## src/rtl/sbp_pkg.sv

```systemverilog
package sbp_pkg;
    localparam logic [1:0] ADDR_CTL  = 2'd0;
    localparam logic [1:0] ADDR_STAT = 2'd1;
    localparam logic [1:0] ADDR_DATA = 2'd2;

    typedef struct packed {
        logic mst;
        logic en;
        logic ie;
    } ctl_t;

    typedef struct packed {
        logic fault;
        logic done;
    } flags_t;

    function automatic ctl_t ctl_from_word(input logic [2:0] w);
        ctl_t c;
        c.ie  = w[0];
        c.en  = w[1];
        c.mst = w[2];
        return c;
    endfunction
endpackage

```

## src/rtl/sbp_shifter.sv

```systemverilog
module sbp_shifter #(
    parameter int DW  = 8,
    parameter int DIV = 4
) (
    input  logic          clk,
    input  logic          rst,
    input  logic          en,
    input  logic          mst,
    input  logic          load,
    input  logic [DW-1:0] load_data,
    input  logic          ss_n_i,
    input  logic          sck_i,
    input  logic          mosi_i,
    input  logic          miso_i,
    output logic          sck_o,
    output logic          ser_out,
    output logic          done_p,
    output logic [DW-1:0] rx_byte
);
    localparam int CW = (DW > 1) ? $clog2(DW) : 1;
    localparam int DCW = (DIV > 1) ? $clog2(DIV) : 1;
    localparam logic [CW-1:0] LAST = CW'(DW - 1);
    localparam logic [DCW-1:0] DLAST = DCW'(DIV - 1);

    logic [DW-1:0]  sreg;
    logic [CW-1:0]  bitcnt;
    logic [DCW-1:0] divcnt;
    logic           busy, sck_q, in_bit;
    logic [1:0]     sck_sync, mosi_sync;
    logic           sck_prev;
    logic           master_on, slave_on, tick;
    logic           samp_edge, shift_edge;

    assign master_on = en && mst;
    assign slave_on  = en && !mst && !ss_n_i;
    assign tick      = busy && (divcnt == DLAST);

    always_comb begin
        if (master_on) begin
            samp_edge  = tick && !sck_q;
            shift_edge = tick && sck_q;
        end else if (slave_on) begin
            samp_edge  = sck_sync[1] && !sck_prev;
            shift_edge = !sck_sync[1] && sck_prev;
        end else begin
            samp_edge  = 1'b0;
            shift_edge = 1'b0;
        end
    end

    always_ff @(posedge clk) begin
        if (rst) begin
            sck_sync  <= '0;
            mosi_sync <= '0;
            sck_prev  <= 1'b0;
        end else begin
            sck_sync  <= {sck_sync[0], sck_i};
            mosi_sync <= {mosi_sync[0], mosi_i};
            sck_prev  <= sck_sync[1];
        end
    end

    always_ff @(posedge clk) begin
        if (rst) begin
            sreg    <= '0;
            bitcnt  <= '0;
            divcnt  <= '0;
            busy    <= 1'b0;
            sck_q   <= 1'b0;
            in_bit  <= 1'b0;
            done_p  <= 1'b0;
            rx_byte <= '0;
        end else begin
            done_p <= 1'b0;
            if (!master_on) begin
                busy   <= 1'b0;
                sck_q  <= 1'b0;
                divcnt <= '0;
            end
            if (!master_on && !slave_on) begin
                bitcnt <= '0;
            end
            if (load && !busy) begin
                sreg <= load_data;
                if (master_on) begin
                    busy   <= 1'b1;
                    divcnt <= '0;
                    bitcnt <= '0;
                end
            end else begin
                if (busy && master_on) begin
                    divcnt <= tick ? '0 : divcnt + 1'b1;
                    if (tick) sck_q <= !sck_q;
                end
                if (samp_edge) begin
                    in_bit <= master_on ? miso_i : mosi_sync[1];
                end
                if (shift_edge) begin
                    sreg   <= {sreg[DW-2:0], in_bit};
                    bitcnt <= bitcnt + 1'b1;
                    if (bitcnt == LAST) begin
                        bitcnt  <= '0;
                        done_p  <= 1'b1;
                        rx_byte <= {sreg[DW-2:0], in_bit};
                        if (master_on) busy <= 1'b0;
                    end
                end
            end
        end
    end

    assign sck_o   = sck_q;
    assign ser_out = sreg[DW-1];


    master_done_chk: assert property (@(posedge clk) disable iff (rst)
        (done_p && $past(master_on)) |-> $past(busy));


    idle_clock_low_chk: assert property (@(posedge clk) disable iff (rst)
        (!busy && !$past(busy)) |-> !sck_o);
endmodule

```

## src/rtl/sbp_regs.sv

```systemverilog
module sbp_regs #(
    parameter int DW = 8
) (
    input  logic          clk,
    input  logic          rst,
    input  logic [1:0]    bus_addr,
    input  logic          bus_wr,
    input  logic          bus_rd,
    input  logic [DW-1:0] bus_wdata,
    output logic [DW-1:0] bus_rdata,
    input  logic          ss_n_i,
    input  logic          done_p,
    input  logic [DW-1:0] rx_byte,
    output sbp_pkg::ctl_t ctl,
    output logic          data_load,
    output logic          irq
);
    import sbp_pkg::*;

    flags_t        flg;
    logic          done_armed, fault_armed;
    logic [DW-1:0] rx_buf;
    logic          stat_rd, ctl_wr, data_acc, fault_hit;
    ctl_t          ctl_new;
    logic          unused_wbits;

    assign stat_rd   = bus_rd && bus_addr == ADDR_STAT;
    assign ctl_wr    = bus_wr && bus_addr == ADDR_CTL;
    assign data_acc  = (bus_rd || bus_wr) && bus_addr == ADDR_DATA;
    assign data_load = bus_wr && bus_addr == ADDR_DATA;
    assign fault_hit = ctl.en && ctl.mst && !ss_n_i;
    assign ctl_new   = ctl_from_word(bus_wdata[2:0]);
    assign unused_wbits = ^bus_wdata;

    always_ff @(posedge clk) begin
        if (rst) begin
            ctl         <= '0;
            flg         <= '0;
            done_armed  <= 1'b0;
            fault_armed <= 1'b0;
            rx_buf      <= '0;
        end else begin
            if (stat_rd && flg.done)  done_armed  <= 1'b1;
            if (stat_rd && flg.fault) fault_armed <= 1'b1;

            if (ctl_wr) begin
                ctl.ie <= ctl_new.ie;
                if (!flg.fault || fault_armed) begin
                    ctl.en  <= ctl_new.en;
                    ctl.mst <= ctl_new.mst;
                end else begin
                    ctl.en  <= 1'b0;
                    ctl.mst <= 1'b0;
                end
                if (flg.fault && fault_armed) begin
                    flg.fault   <= 1'b0;
                    fault_armed <= 1'b0;
                end
            end

            if (data_acc && done_armed) begin
                flg.done   <= 1'b0;
                done_armed <= 1'b0;
            end

            if (done_p && !(flg.done && !(data_acc && done_armed))) begin
                flg.done <= 1'b1;
                rx_buf   <= rx_byte;
            end

            if (fault_hit) begin
                flg.fault   <= 1'b1;
                fault_armed <= 1'b0;
                ctl.en      <= 1'b0;
                ctl.mst     <= 1'b0;
            end
        end
    end

    always_comb begin
        bus_rdata = '0;
        if (bus_rd) begin
            case (bus_addr)
                ADDR_CTL:  bus_rdata[2:0] = ctl;
                ADDR_STAT: bus_rdata[1:0] = flg;
                ADDR_DATA: bus_rdata      = rx_buf;
                default:   bus_rdata      = '0;
            endcase
        end
    end

    assign irq = ctl.ie && (flg.done || flg.fault);


    fault_forces_off_chk: assert property (@(posedge clk) disable iff (rst)
        flg.fault |-> (!ctl.en && !ctl.mst));


    rxbuf_hold_chk: assert property (@(posedge clk) disable iff (rst)
        (flg.done && $past(flg.done)) |-> (rx_buf == $past(rx_buf)));


    done_clear_seq_chk: assert property (@(posedge clk) disable iff (rst)
        $fell(flg.done) |-> $past(done_armed));


    fault_clear_seq_chk: assert property (@(posedge clk) disable iff (rst)
        $fell(flg.fault) |-> ($past(fault_armed) && $past(ctl_wr)));
endmodule

```

## src/rtl/sbp_port.sv

```systemverilog
module sbp_port #(
    parameter int DW  = 8,
    parameter int DIV = 4
) (
    input  logic          clk,
    input  logic          rst,
    input  logic [1:0]    bus_addr,
    input  logic          bus_wr,
    input  logic          bus_rd,
    input  logic [DW-1:0] bus_wdata,
    output logic [DW-1:0] bus_rdata,
    output logic          irq,
    input  logic          ss_n_i,
    input  logic          sck_i,
    output logic          sck_o,
    output logic          sck_oe,
    input  logic          mosi_i,
    output logic          mosi_o,
    output logic          mosi_oe,
    input  logic          miso_i,
    output logic          miso_o,
    output logic          miso_oe
);
    import sbp_pkg::*;

    ctl_t          ctl;
    logic          data_load, done_p, ser_out;
    logic [DW-1:0] rx_byte;

    sbp_regs #(.DW(DW)) u_regs (
        .clk(clk), .rst(rst),
        .bus_addr(bus_addr), .bus_wr(bus_wr), .bus_rd(bus_rd),
        .bus_wdata(bus_wdata), .bus_rdata(bus_rdata),
        .ss_n_i(ss_n_i), .done_p(done_p), .rx_byte(rx_byte),
        .ctl(ctl), .data_load(data_load), .irq(irq)
    );

    sbp_shifter #(.DW(DW), .DIV(DIV)) u_shift (
        .clk(clk), .rst(rst),
        .en(ctl.en), .mst(ctl.mst),
        .load(data_load), .load_data(bus_wdata),
        .ss_n_i(ss_n_i), .sck_i(sck_i), .mosi_i(mosi_i), .miso_i(miso_i),
        .sck_o(sck_o), .ser_out(ser_out),
        .done_p(done_p), .rx_byte(rx_byte)
    );

    assign sck_oe  = ctl.en && ctl.mst;
    assign mosi_oe = ctl.en && ctl.mst;
    assign mosi_o  = ser_out;
    assign miso_o  = ser_out;
    assign miso_oe = ctl.en && !ctl.mst && !ss_n_i;


    single_driver_chk: assert property (@(posedge clk) disable iff (rst)
        !(miso_oe && mosi_oe));
endmodule

```

## config.mk

```make
export PLATFORM = sky130hd
export DESIGN_NAME = sbp_port
export DESIGN_NICKNAME = d
export VERILOG_FILES = /design/src/rtl/sbp_pkg.sv /design/src/rtl/sbp_shifter.sv /design/src/rtl/sbp_regs.sv /design/src/rtl/sbp_port.sv
export SDC_FILE = /design/constraint.sdc
export NUM_CORES = 1
export LEC_CHECK = 0
export BUFFER_PORTS_ARGS = -buffer_cell sky130_fd_sc_hd__clkbuf_2
export CELL_PAD_IN_SITES_DETAIL_PLACEMENT = 1
export CELL_PAD_IN_SITES_GLOBAL_PLACEMENT = 2
export CORE_MARGIN = 2
export CORE_UTILIZATION = 31
export DETAILED_ROUTE_END_ITERATION = 8
export PLACE_DENSITY_LB_ADDON = 0.1
export RECOVER_POWER = 100
export SLEW_MARGIN = 30
export SYNTH_ARGS = -nofsm -noshare
export SYNTH_HDL_FRONTEND = slang
export SYNTH_HIERARCHICAL = 1
export SYNTH_SLANG_ARGS = --single-unit
```

## constraint.sdc

```tcl
create_clock -name clk -period 1.7 [get_ports clk]
set_input_delay 0.085 -clock clk [delete_from_list [all_inputs] [get_ports clk]]
set_output_delay 0.085 -clock clk [all_outputs]
set_load 0.005 [all_outputs]
```

# Word-level counts from Yosys, hierarchy flattened

Index checks and enable logic that the tools add are counted.

Register bits after elaboration: 45
Word-level logic and storage cells: 116

Add/subtract/negate cells: 2
Equal/unequal tests: 4
Muxes and demuxes: 41
Bitwise operators: 2
Reduce and logical (&&, ||, !) cells: 48

Operators with widths:

| kind                | number |
|---|---|
| $mux 1              | 24 |
| $mux 8              | 3 |
| $logic_and 1x1->1   | 23 |
| $mux 3              | 5 |
| $mux 2              | 6 |
| $logic_not 1->1     | 11 |
| $reduce_bool 2->1   | 4 |
| $pmux 2 s3          | 1 |
| $mux 5              | 1 |
| $eq 2x2->1 const B  | 2 |
| $reduce_and 2->1    | 2 |
| $reduce_or 2->1     | 2 |
| $add 3x1->3 const B | 1 |
| $eq 3x3->1 const B  | 1 |
| $logic_or 1x1->1    | 3 |
| $reduce_and 3->1    | 1 |
| $reduce_or 3->1     | 1 |
| $add 2x1->2 const B | 1 |
| $eq 2x1->1 const B  | 1 |
| $logic_not 2->1     | 1 |
| $not 1->1           | 2 |
| $pmux 1 s2          | 1 |

# Logic depth before layout (Yosys ltp)

Gate-level depths: netlist of the first run.

Word-level depth: 8
Gate-level depth with buffers: 9
Gate-level depth less buffers: 6

# Modules after synthesis

Netlist of the first run, hierarchy kept.

Modules (own cells, without submodules):

| module      | instances | cells an instance | area an instance (um^2) |
|---|---|---|---|
| sbp_shifter | 1         | 144               | 1,328.8 |
| sbp_regs    | 1         | 96                | 838.3 |
| sbp_port    | 1         | 4                 | 35.0 |

# Worst setup path after synthesis of the first run

OpenSTA, ideal clock, no wires.

Path type: in2reg
From: input bus_addr[0]
To: register u_shift.rx_byte[0]
Library setup time: 0.072 ns
Data arrival time: 1.725 ns
Required time: 1.628 ns
Path slack: -0.096 ns
Stages on the path: 9
Path through: buf_2 -> and2b_1 -> and2_1 -> nor2b_1 -> clkbuf_1 -> o32a_1 -> nor2b_1 -> buf_4 -> mux2i_1

Word-level cells in the longest chain between the ends: 5

Ends and longest elaborated chain:

| what                       | RTL line           | source |
|---|---|---|
| start: declaration         | sbp_port.sv:7      | `input logic [1:0] bus_addr,` |
| $eq 2x2->1                 | sbp_regs.sv:30     | `assign data_load = bus_wr && bus_addr == ADDR_DATA;` |
| $logic_and 1x1->1          | sbp_regs.sv:30     |  |
| named net data_load        | sbp_port.sv:27     | `logic data_load, done_p, ser_out;` |
| $logic_and 1x1->1          | sbp_shifter.sv:83  | `if (load && !busy) begin` |
| $not 1->1 (no line)        | n/a                |  |
| $reduce_and 3->1 (no line) | n/a                |  |
| end signal: assignment     | sbp_shifter.sv:104 | `rx_byte <= {sreg[DW-2:0], in_bit};` |
| end: declaration           | sbp_shifter.sv:18  | `output logic [DW-1:0] rx_byte` |

The timed path passes the listed nets, and every way through them passes these cells.
A chain may end at the register's enable or synchronous reset.

# Worst setup path after layout of the first run

From: register u_regs/ctl[1] (netlist name)
To: register u_shift.sreg[0]

Word-level cells in the longest chain between the ends: 5
Elaborated cells between the ends (all ways): 6
Those cells by class: 2 x mux; 4 x reduce/logical

Ends and longest elaborated chain:

| what                            | RTL line          | source |
|---|---|---|
| $logic_and 1x1->1 (2 in series) | sbp_shifter.sv:35 | `assign slave_on = en && !mst && !ss_n_i;` |
| $mux 1                          | sbp_shifter.sv:42 | `end else if (slave_on) begin` |
| $mux 1 *                        | sbp_shifter.sv:39 | `if (master_on) begin` |
| $reduce_bool 2->1 (no line) *   | n/a               |  |
| end signal: assignment          | sbp_shifter.sv:84 | `sreg <= load_data;` |
| end signal: assignment          | sbp_shifter.sv:99 | `sreg <= {sreg[DW-2:0], in_bit};` |
| end: declaration                | sbp_shifter.sv:25 | `logic [DW-1:0] sreg;` |

Every way passes the cells marked *; elsewhere a longest branch is shown, timed or not.

==> results of run 1 <==
where the power goes:
part | internal (mW) | switching [mW] | total [mW]
Clock | 0.323 | 0.350 | 0.674
Sequential | 1.07 | 0.0136 | 1.08
Combinational | 0.0889 | 0.0921 | 0.181
Total | 1.48 | 0.456 | 1.94
timing repair:
item	4_1_cts	5_1_grt
endpoints found under the hold margin	1	1
resized for setup	11	23
hold buffers	1	1
buffers inserted	4	6
endpoints found under the setup margin	15	18
cloned	2	0
pin swaps	10	9
registers in the layout, indices dropped and copies added (netlist names):
name / count
u_shift/sck_o: 1
u_regs/flg: 2
u_regs/rx_buf: 8
u_shift/sck_prev: 1
u_regs/ctl: 3
u_shift/mosi_sync: 2
u_shift/bitcnt: 3
u_regs/done_armed: 1
u_shift/busy: 1
u_shift/done_p: 1
u_regs/fault_armed: 1
u_shift/divcnt: 2
u_shift/rx_byte: 8
u_shift/in_bit: 1
u_shift/sreg: 8
u_shift/sck_sync: 2
cell usage after synthesis, drive strengths merged, types with 5 or more instances:
| library cell | n |
|---|---|
| nor3 | 7 |
| a2111oi | 7 |
| and3 | 5 |
| inv | 5 |
| nor2 | 22 |
| nand2 | 9 |
| mux2i | 21 |
| nand3b | 5 |
| nor3b | 5 |
| buf | 9 |
| nand2b | 40 |
| clkbuf | 8 |
| o21ai | 8 |
| a21oi | 9 |
| nor2b | 8 |
| dfxtp | 45 |
worst reg2reg max path, delay by kind of cell, from the launching register on:
kind	cells	cell delay [ns]
buf+inv	2	0.44
simple gates	1	0.38
flops	1	0.34
compound gates	2	0.22
mux	1	0.19
metal layers:
metal  global-route usage  part of all wire
met4              0.04132            0.0093
met1               0.1984              0.48
met2               0.2556              0.49
met5                    0                 0
met3              0.03078             0.024
worst max path at each step:
| stage | end | slack (ns) | cells past startpoint |
|---|---|---|---|
| global placement | u_shift/rx_byte[1] | -0.005 | 5 |
| floorplan | u_shift/rx_byte[0] | 0.003 | 9 |
| detailed placement | u_shift/sreg[5] | -0.04 | 6 |
| global route | u_shift/sreg[0] | -0.07 | 6 |
| finish | u_shift/sreg[0] | 0.002 | 6 |
| CTS | u_shift/sreg[2] | -0.0008 | 7 |
kinds of logic (layout without fill, tap and decap cells):
| logic type | after synthesis | after routing |
|---|---|---|
| AND/OR/NAND/NOR | 118 | 118 |
| flip-flops | 45 | 45 |
| AO/OA/AOI/OAI | 34 | 34 |
| buffers and inverters | 22 | 73 |
| multiplexers | 21 | 21 |
| adder cells (fa/ha/maj) | 3 | 3 |
| XOR/XNOR | 1 | 1 |
metrics by stage:
step             TNS [ns]  cells  power, mW
3_5_place_dp      -0.1839    371      1.265
3_3_place_gp     -0.03051    371      1.262
2_1_floorplan           0    244      1.204
5_1_grt           -0.4985    391      2.042
4_1_cts        -0.0007618    385      1.956
6_report                0    391      1.939
layout make-up:
| class | count | area [um2] |
|---|---|---|
| Clock buffer | 7 | 86.33 |
| Fill cell | 831 | 3968 |
| Inverter | 5 | 18.77 |
| Multi-Input combinational cell | 177 | 1311 |
| Sequential cell | 45 | 905.9 |
| Tap cell | 96 | 120.1 |
| Timing Repair Buffer | 61 | 421.7 |
==> flow_metrics.env, run 1 <==
export IMPL_overflow=0
export IMPL_yosys_area_share_adder=0.01705
export IMPL_cts_tree="done"
export IMPL_min_period_ns=1.698
export IMPL_finalHoldWorstSlack_ns=0.04518
export IMPL_antenna_found_initial=0
export IMPL_worstHoldEndpoint="u_regs/ctl[0]"
export IMPL_ys_types=40
export IMPL_final_common_cell="dfxtp_1"
export IMPL_peakVddDrop_mv=0.3249
export IMPL_crit_start="u_regs/ctl[1]"
export IMPL_first_iter_violations=36
export IMPL_utilization=0.4192
export IMPL_arrival_ns=1.86
export IMPL_powerDensity_mw_per_mm2=677.0
export IMPL_timing_critical_path_to_type="register"
export IMPL_num_vias=1826
export IMPL_die_area_mm2=0.007793
export IMPL_netlist_area_mm2=0.002202
export IMPL_max_slew_margin_rel=0.7038
export IMPL_wire_per_inst_um=14.30
export IMPL_synthFlopType="dfxtp_1"
export IMPL_synth_area_leaders="dfxtp_1 41%, nand2b_1 11%, mux2i_1 9.5%, nor2_1 3.8%, a2111oi_0 2.4%"
export IMPL_synth_top_family_by_area="simple AND/OR/NAND/NOR gates"
export IMPL_setup_viol=0
export IMPL_cp_data_required_time_ns=1.86
export IMPL_r2r_setup_slack_ns=0.002
export IMPL_layout_nets=316
export IMPL_yosys_area_share_simple=0.3114
export IMPL_cts_made_buffers=5
export IMPL_firstDrtPassIters=4
export IMPL_yosysTopAreaCellShare=0.4091
export IMPL_status="finished clean"
export IMPL_first_global_vias=1862
export IMPL_synth_area_per_cell_um2=9.025
export IMPL_finalHoldViolCount=0
export IMPL_die_w_um=88.28
export IMPL_muxShareOfSynthArea=0.09545
export IMPL_synth_compound_area_frac=0.1153
export IMPL_antenna_left=0
export IMPL_yosysSeqAreaShare=0.4091
export IMPL_power_leakage_nw=1.026
export IMPL_yosysWarnings=6
export IMPL_whs_path_depth=3
export IMPL_clk_path_buf_depth=2
export IMPL_crit_family="buffers and inverters"
export IMPL_layout_cells_most_common_list="41 x dfxtp_1, 40 x nand2b_1, 28 x clkbuf_2, 22 x nor2_1, 21 x mux2i_1"
export IMPL_slowest_stage="or3b_4"
export IMPL_diodes=0
export IMPL_skew_ns=0.004420
export IMPL_finalCritPeriodShare=0.9986
export IMPL_synth_fp_nets=265
export IMPL_maxSlewViolCount=0
export IMPL_async_flop_share=0
export IMPL_min_path_type="in2reg"
export IMPL_syn_to_final_growth_pct=30.06
export IMPL_dp_hpwl_um=3758
export IMPL_portBuffers=32
export IMPL_drive_gt1_frac=0.3017
export IMPL_clock_latency_ns=0.29
export IMPL_grt_usage=0.1518
export IMPL_cp_buffers_inverters=2
export IMPL_critPathMaxFanout=7
export IMPL_cap_violations=0
export IMPL_initial_core_util=0.3223
export IMPL_post_place_ws_ns=-0.04374
export IMPL_clock_sinks=45
export IMPL_design_area_mm2=0.002864
export IMPL_r2r_cells=6
export IMPL_r2r_start="u_regs/ctl[1]"
export IMPL_ys_ff_latch=45
export IMPL_synth_edf_count=0
export IMPL_worst_pin_slew_ns=0.4443
export IMPL_critPathKind="reg2reg"
export IMPL_syn_inst=244
export IMPL_drt_wl_total_um=5592
export IMPL_core_mm2=0.006832
export IMPL_cp_cell_sequence="or3b_4 > buf_6 > o22ai_4 > bufbuf_16 > mux2i_1 > a211oi_1"
export IMPL_synth_xor_area_frac=0.003977
export IMPL_place_congestion=0.7498
export IMPL_grt_max_degree=40
export IMPL_ctsHtreeMaxLevel=2
export IMPL_clkTransAtPathRegs_ns=0.08
export IMPL_crit_path_start_kind="register"
export IMPL_min_delay_start="bus_wdata[0]"
export IMPL_route_detailed_drc=0
export IMPL_cts_root_buf="clkbuf_8"
export IMPL_num_io_pins=33
export IMPL_grt_setup_unrepaired="true"
export IMPL_placed_cell_area_mm2=0.002536
export IMPL_grt_pass1_wl_um=9204
export IMPL_r2r_end="u_shift/sreg[0]"
export IMPL_viasPerCell=4.670
export IMPL_yosys_area_top_type="dfxtp_1"
export IMPL_die_h_um=88.28
export IMPL_slowest_delay_ns=0.38
export IMPL_worst_slack_ns=0.002355
export IMPL_max_freq_ghz=0.5891
export IMPL_rows=30
(Power assumes the default switching activity.)
==> inputs of run 2 (changes only) <==
--- a/config.mk
+++ b/config.mk
@@ -8,11 +8,10 @@
 export BUFFER_PORTS_ARGS = -buffer_cell sky130_fd_sc_hd__clkbuf_2
 export CELL_PAD_IN_SITES_DETAIL_PLACEMENT = 1
 export CELL_PAD_IN_SITES_GLOBAL_PLACEMENT = 2
-export CORE_MARGIN = 2
 export CORE_UTILIZATION = 31
 export DETAILED_ROUTE_END_ITERATION = 8
 export PLACE_DENSITY_LB_ADDON = 0.1
-export RECOVER_POWER = 100
+export RECOVER_POWER = 25
 export SLEW_MARGIN = 30
 export SYNTH_ARGS = -nofsm -noshare
 export SYNTH_HDL_FRONTEND = slang
==> run 2 against run 1 <==
Compared with the run above: cell count is 1.3% lower; clock-buffer cell count stayed put; non-clock buffer count is 6 lower; critical endpoint is now u_shift/sreg[6]; largest cell class unchanged.
==> flow_metrics.env, run 2 (synthesis results as in run 1) <==
export IMPL_status="finished clean"
export IMPL_p_total_mw=1.982
export IMPL_overflow=0
export IMPL_arrival_ns=1.88
export IMPL_power_leakage_nw=0.9778
export IMPL_ctsHtreeMaxLevel=2
export IMPL_peakVddDrop_mv=0.2662
export IMPL_utilization=0.3993
export IMPL_first_global_vias=1876
export IMPL_finalCritPeriodShare=0.9923
export IMPL_timing_critical_path_to_type="register"
export IMPL_setup_viol=0
export IMPL_antenna_found_initial=0
export IMPL_crit_path_start_kind="register"
export IMPL_layout_cells_most_common_list="41 x dfxtp_1, 40 x nand2b_1, 30 x clkbuf_2, 22 x nor2_1, 21 x mux2i_1"
export IMPL_route_detailed_drc=0
export IMPL_syn_to_final_growth_pct=23.86
export IMPL_place_congestion=0.7020
export IMPL_portBuffers=32
export IMPL_die_area_mm2=0.007444
export IMPL_antenna_left=0
export IMPL_firstDrtPassIters=4
export IMPL_grt_max_degree=29
export IMPL_first_iter_violations=25
export IMPL_critPathMaxFanout=14
export IMPL_final_common_cell="dfxtp_1"
export IMPL_drt_wl_total_um=5286
export IMPL_n_fill_cell=821
export IMPL_diodes=0
export IMPL_layout_nets=310
export IMPL_num_io_pins=33
export IMPL_die_w_um=86.28
export IMPL_maxSlewViolCount=0
export IMPL_finalHoldViolCount=0
export IMPL_grt_pass1_wl_um=8873
export IMPL_clk_path_buf_depth=2
export IMPL_max_freq_ghz=0.5928
export IMPL_seqCellArea_um2=905.9
export IMPL_cts_root_buf="clkbuf_8"
export IMPL_rows=30
export IMPL_reg_largest_list="u_regs/rx_buf x8, u_shift/rx_byte x8, u_shift/sreg x8"
export IMPL_placed_cell_area_mm2=0.002551
export IMPL_met2_usage=0.2511
export IMPL_multiInputGateArea_mm2=0.001236
export IMPL_worst_pin_slew_ns=0.8637
export IMPL_powerDensity_mw_per_mm2=726.8
export IMPL_cts_made_buffers=5
export IMPL_grtUsageMet3=0.03048
export IMPL_num_vias=1813
export IMPL_clock_latency_ns=0.30
export IMPL_min_path_type="in2reg"
export IMPL_max_slew_margin_rel=0.4242
export IMPL_wire_per_inst_um=13.69
export IMPL_initial_core_util=0.3223
export IMPL_critPathKind="reg2reg"
export IMPL_drive_gt1_frac=0.2517
export IMPL_core_mm2=0.006832
export IMPL_grt_usage=0.1525
export IMPL_dp_hpwl_um=3832
export IMPL_skew_ns=0.008792
export IMPL_grtUsageMet1=0.1965
export IMPL_design_area_mm2=0.002728
export IMPL_viasPerCell=4.697
export IMPL_clock_sinks=45
export IMPL_cts_tree="done"
export IMPL_grt_setup_unrepaired="true"
export IMPL_cp_data_required_time_ns=1.90
export IMPL_min_period_ns=1.687
export IMPL_top_usage_layer="met2"
export IMPL_cap_violations=0
export IMPL_clkTransAtPathRegs_ns=0.08
export IMPL_die_h_um=86.28
==> run 2: cell count changes in the layout (fill, tap and decap cells not counted), moves of 2 or more <==
| cell | change |
|---|---|
| a2111oi_2 | -5 |
| nor3_1 | +5 |
| buf_4 | -5 |
| o21ai_1 | +2 |
| o32ai_1 | +2 |
| clkbuf_2 | +2 |
| nor3_2 | -4 |
| a2111oi_1 | +5 |
| o32ai_2 | -2 |
==> run 2: stage by stage <==
step	cells	TNS (ns)	setup WS, ns	hold WS [ns]
2_1_floorplan	244	0	0.003179	0.1945
3_3_place_gp	373	0	0.03359	0.3004
3_5_place_dp	373	-0.3828	-0.05112	0.3067
4_1_cts	385	-0.004653	-0.003346	0.004610
5_1_grt	386	-0.4816	-0.05977	0.01512
6_report	386	0	0.01304	0.007517
==> run 2: layout make-up <==
type	instances	area share
Tap cell	96	0.04404
Clock buffer	7	0.03532
Clock inverter	1	0.001835
Multi-Input combinational cell	177	0.4532
Inverter	5	0.006881
Sequential cell	45	0.3321
Timing Repair Buffer	55	0.1266
==> run 2: power by group <==
part / leakage, nW / internal (mW) / total [mW] / switching [mW]
combinational: 0.557 / 0.0781 / 0.162 / 0.0841
clock: 0.0542 / 0.368 / 0.737 / 0.370
sequential: 0.366 / 1.07 / 1.08 / 0.0119
total: 0.978 / 1.52 / 1.98 / 0.466
==> run 2: repair_timing <==
action,in CTS,in global routing
setup endpoints to repair,17,19
cloned,1,0
gates resized for setup,9,9
pin swaps,7,4
endpoints found under the hold margin,1,0
hold buffers,1,0
setup buffers,2,1
==> run 2: worst max-delay path, cell delays in order (launching register included) <==
cell,delay [ns]
dfxtp_2,0.33
or3b_4,0.41
buf_6,0.14
o22ai_4,0.15
buf_12,0.17
nor3_1,0.06
a2111oi_2,0.33
==> run 2: routing by layer <==
layer | vias to the layer above | part of all wire | wire length [um]
li1 | 928 | - | -
met1 | 853 | 0.50 | 2645
met2 | 25 | 0.46 | 2416
met3 | 7 | 0.028 | 149
met4 | 0 | 0.014 | 75
met5 | - | 0 | 0
==> run 2: final timing paths <==
check | slack, ns | from | end | depth (start not counted)
max reg2reg | 0.01 | u_regs/ctl[2] | u_shift/sreg[6] | 6
min reg2reg | 0.45 | u_shift/sck_sync[0] | u_shift/sck_sync[1] | 1
min | 0.008 | mosi_i | u_shift/mosi_sync[0] | 2
max | 0.01 | u_regs/ctl[2] | u_shift/sreg[6] | 6
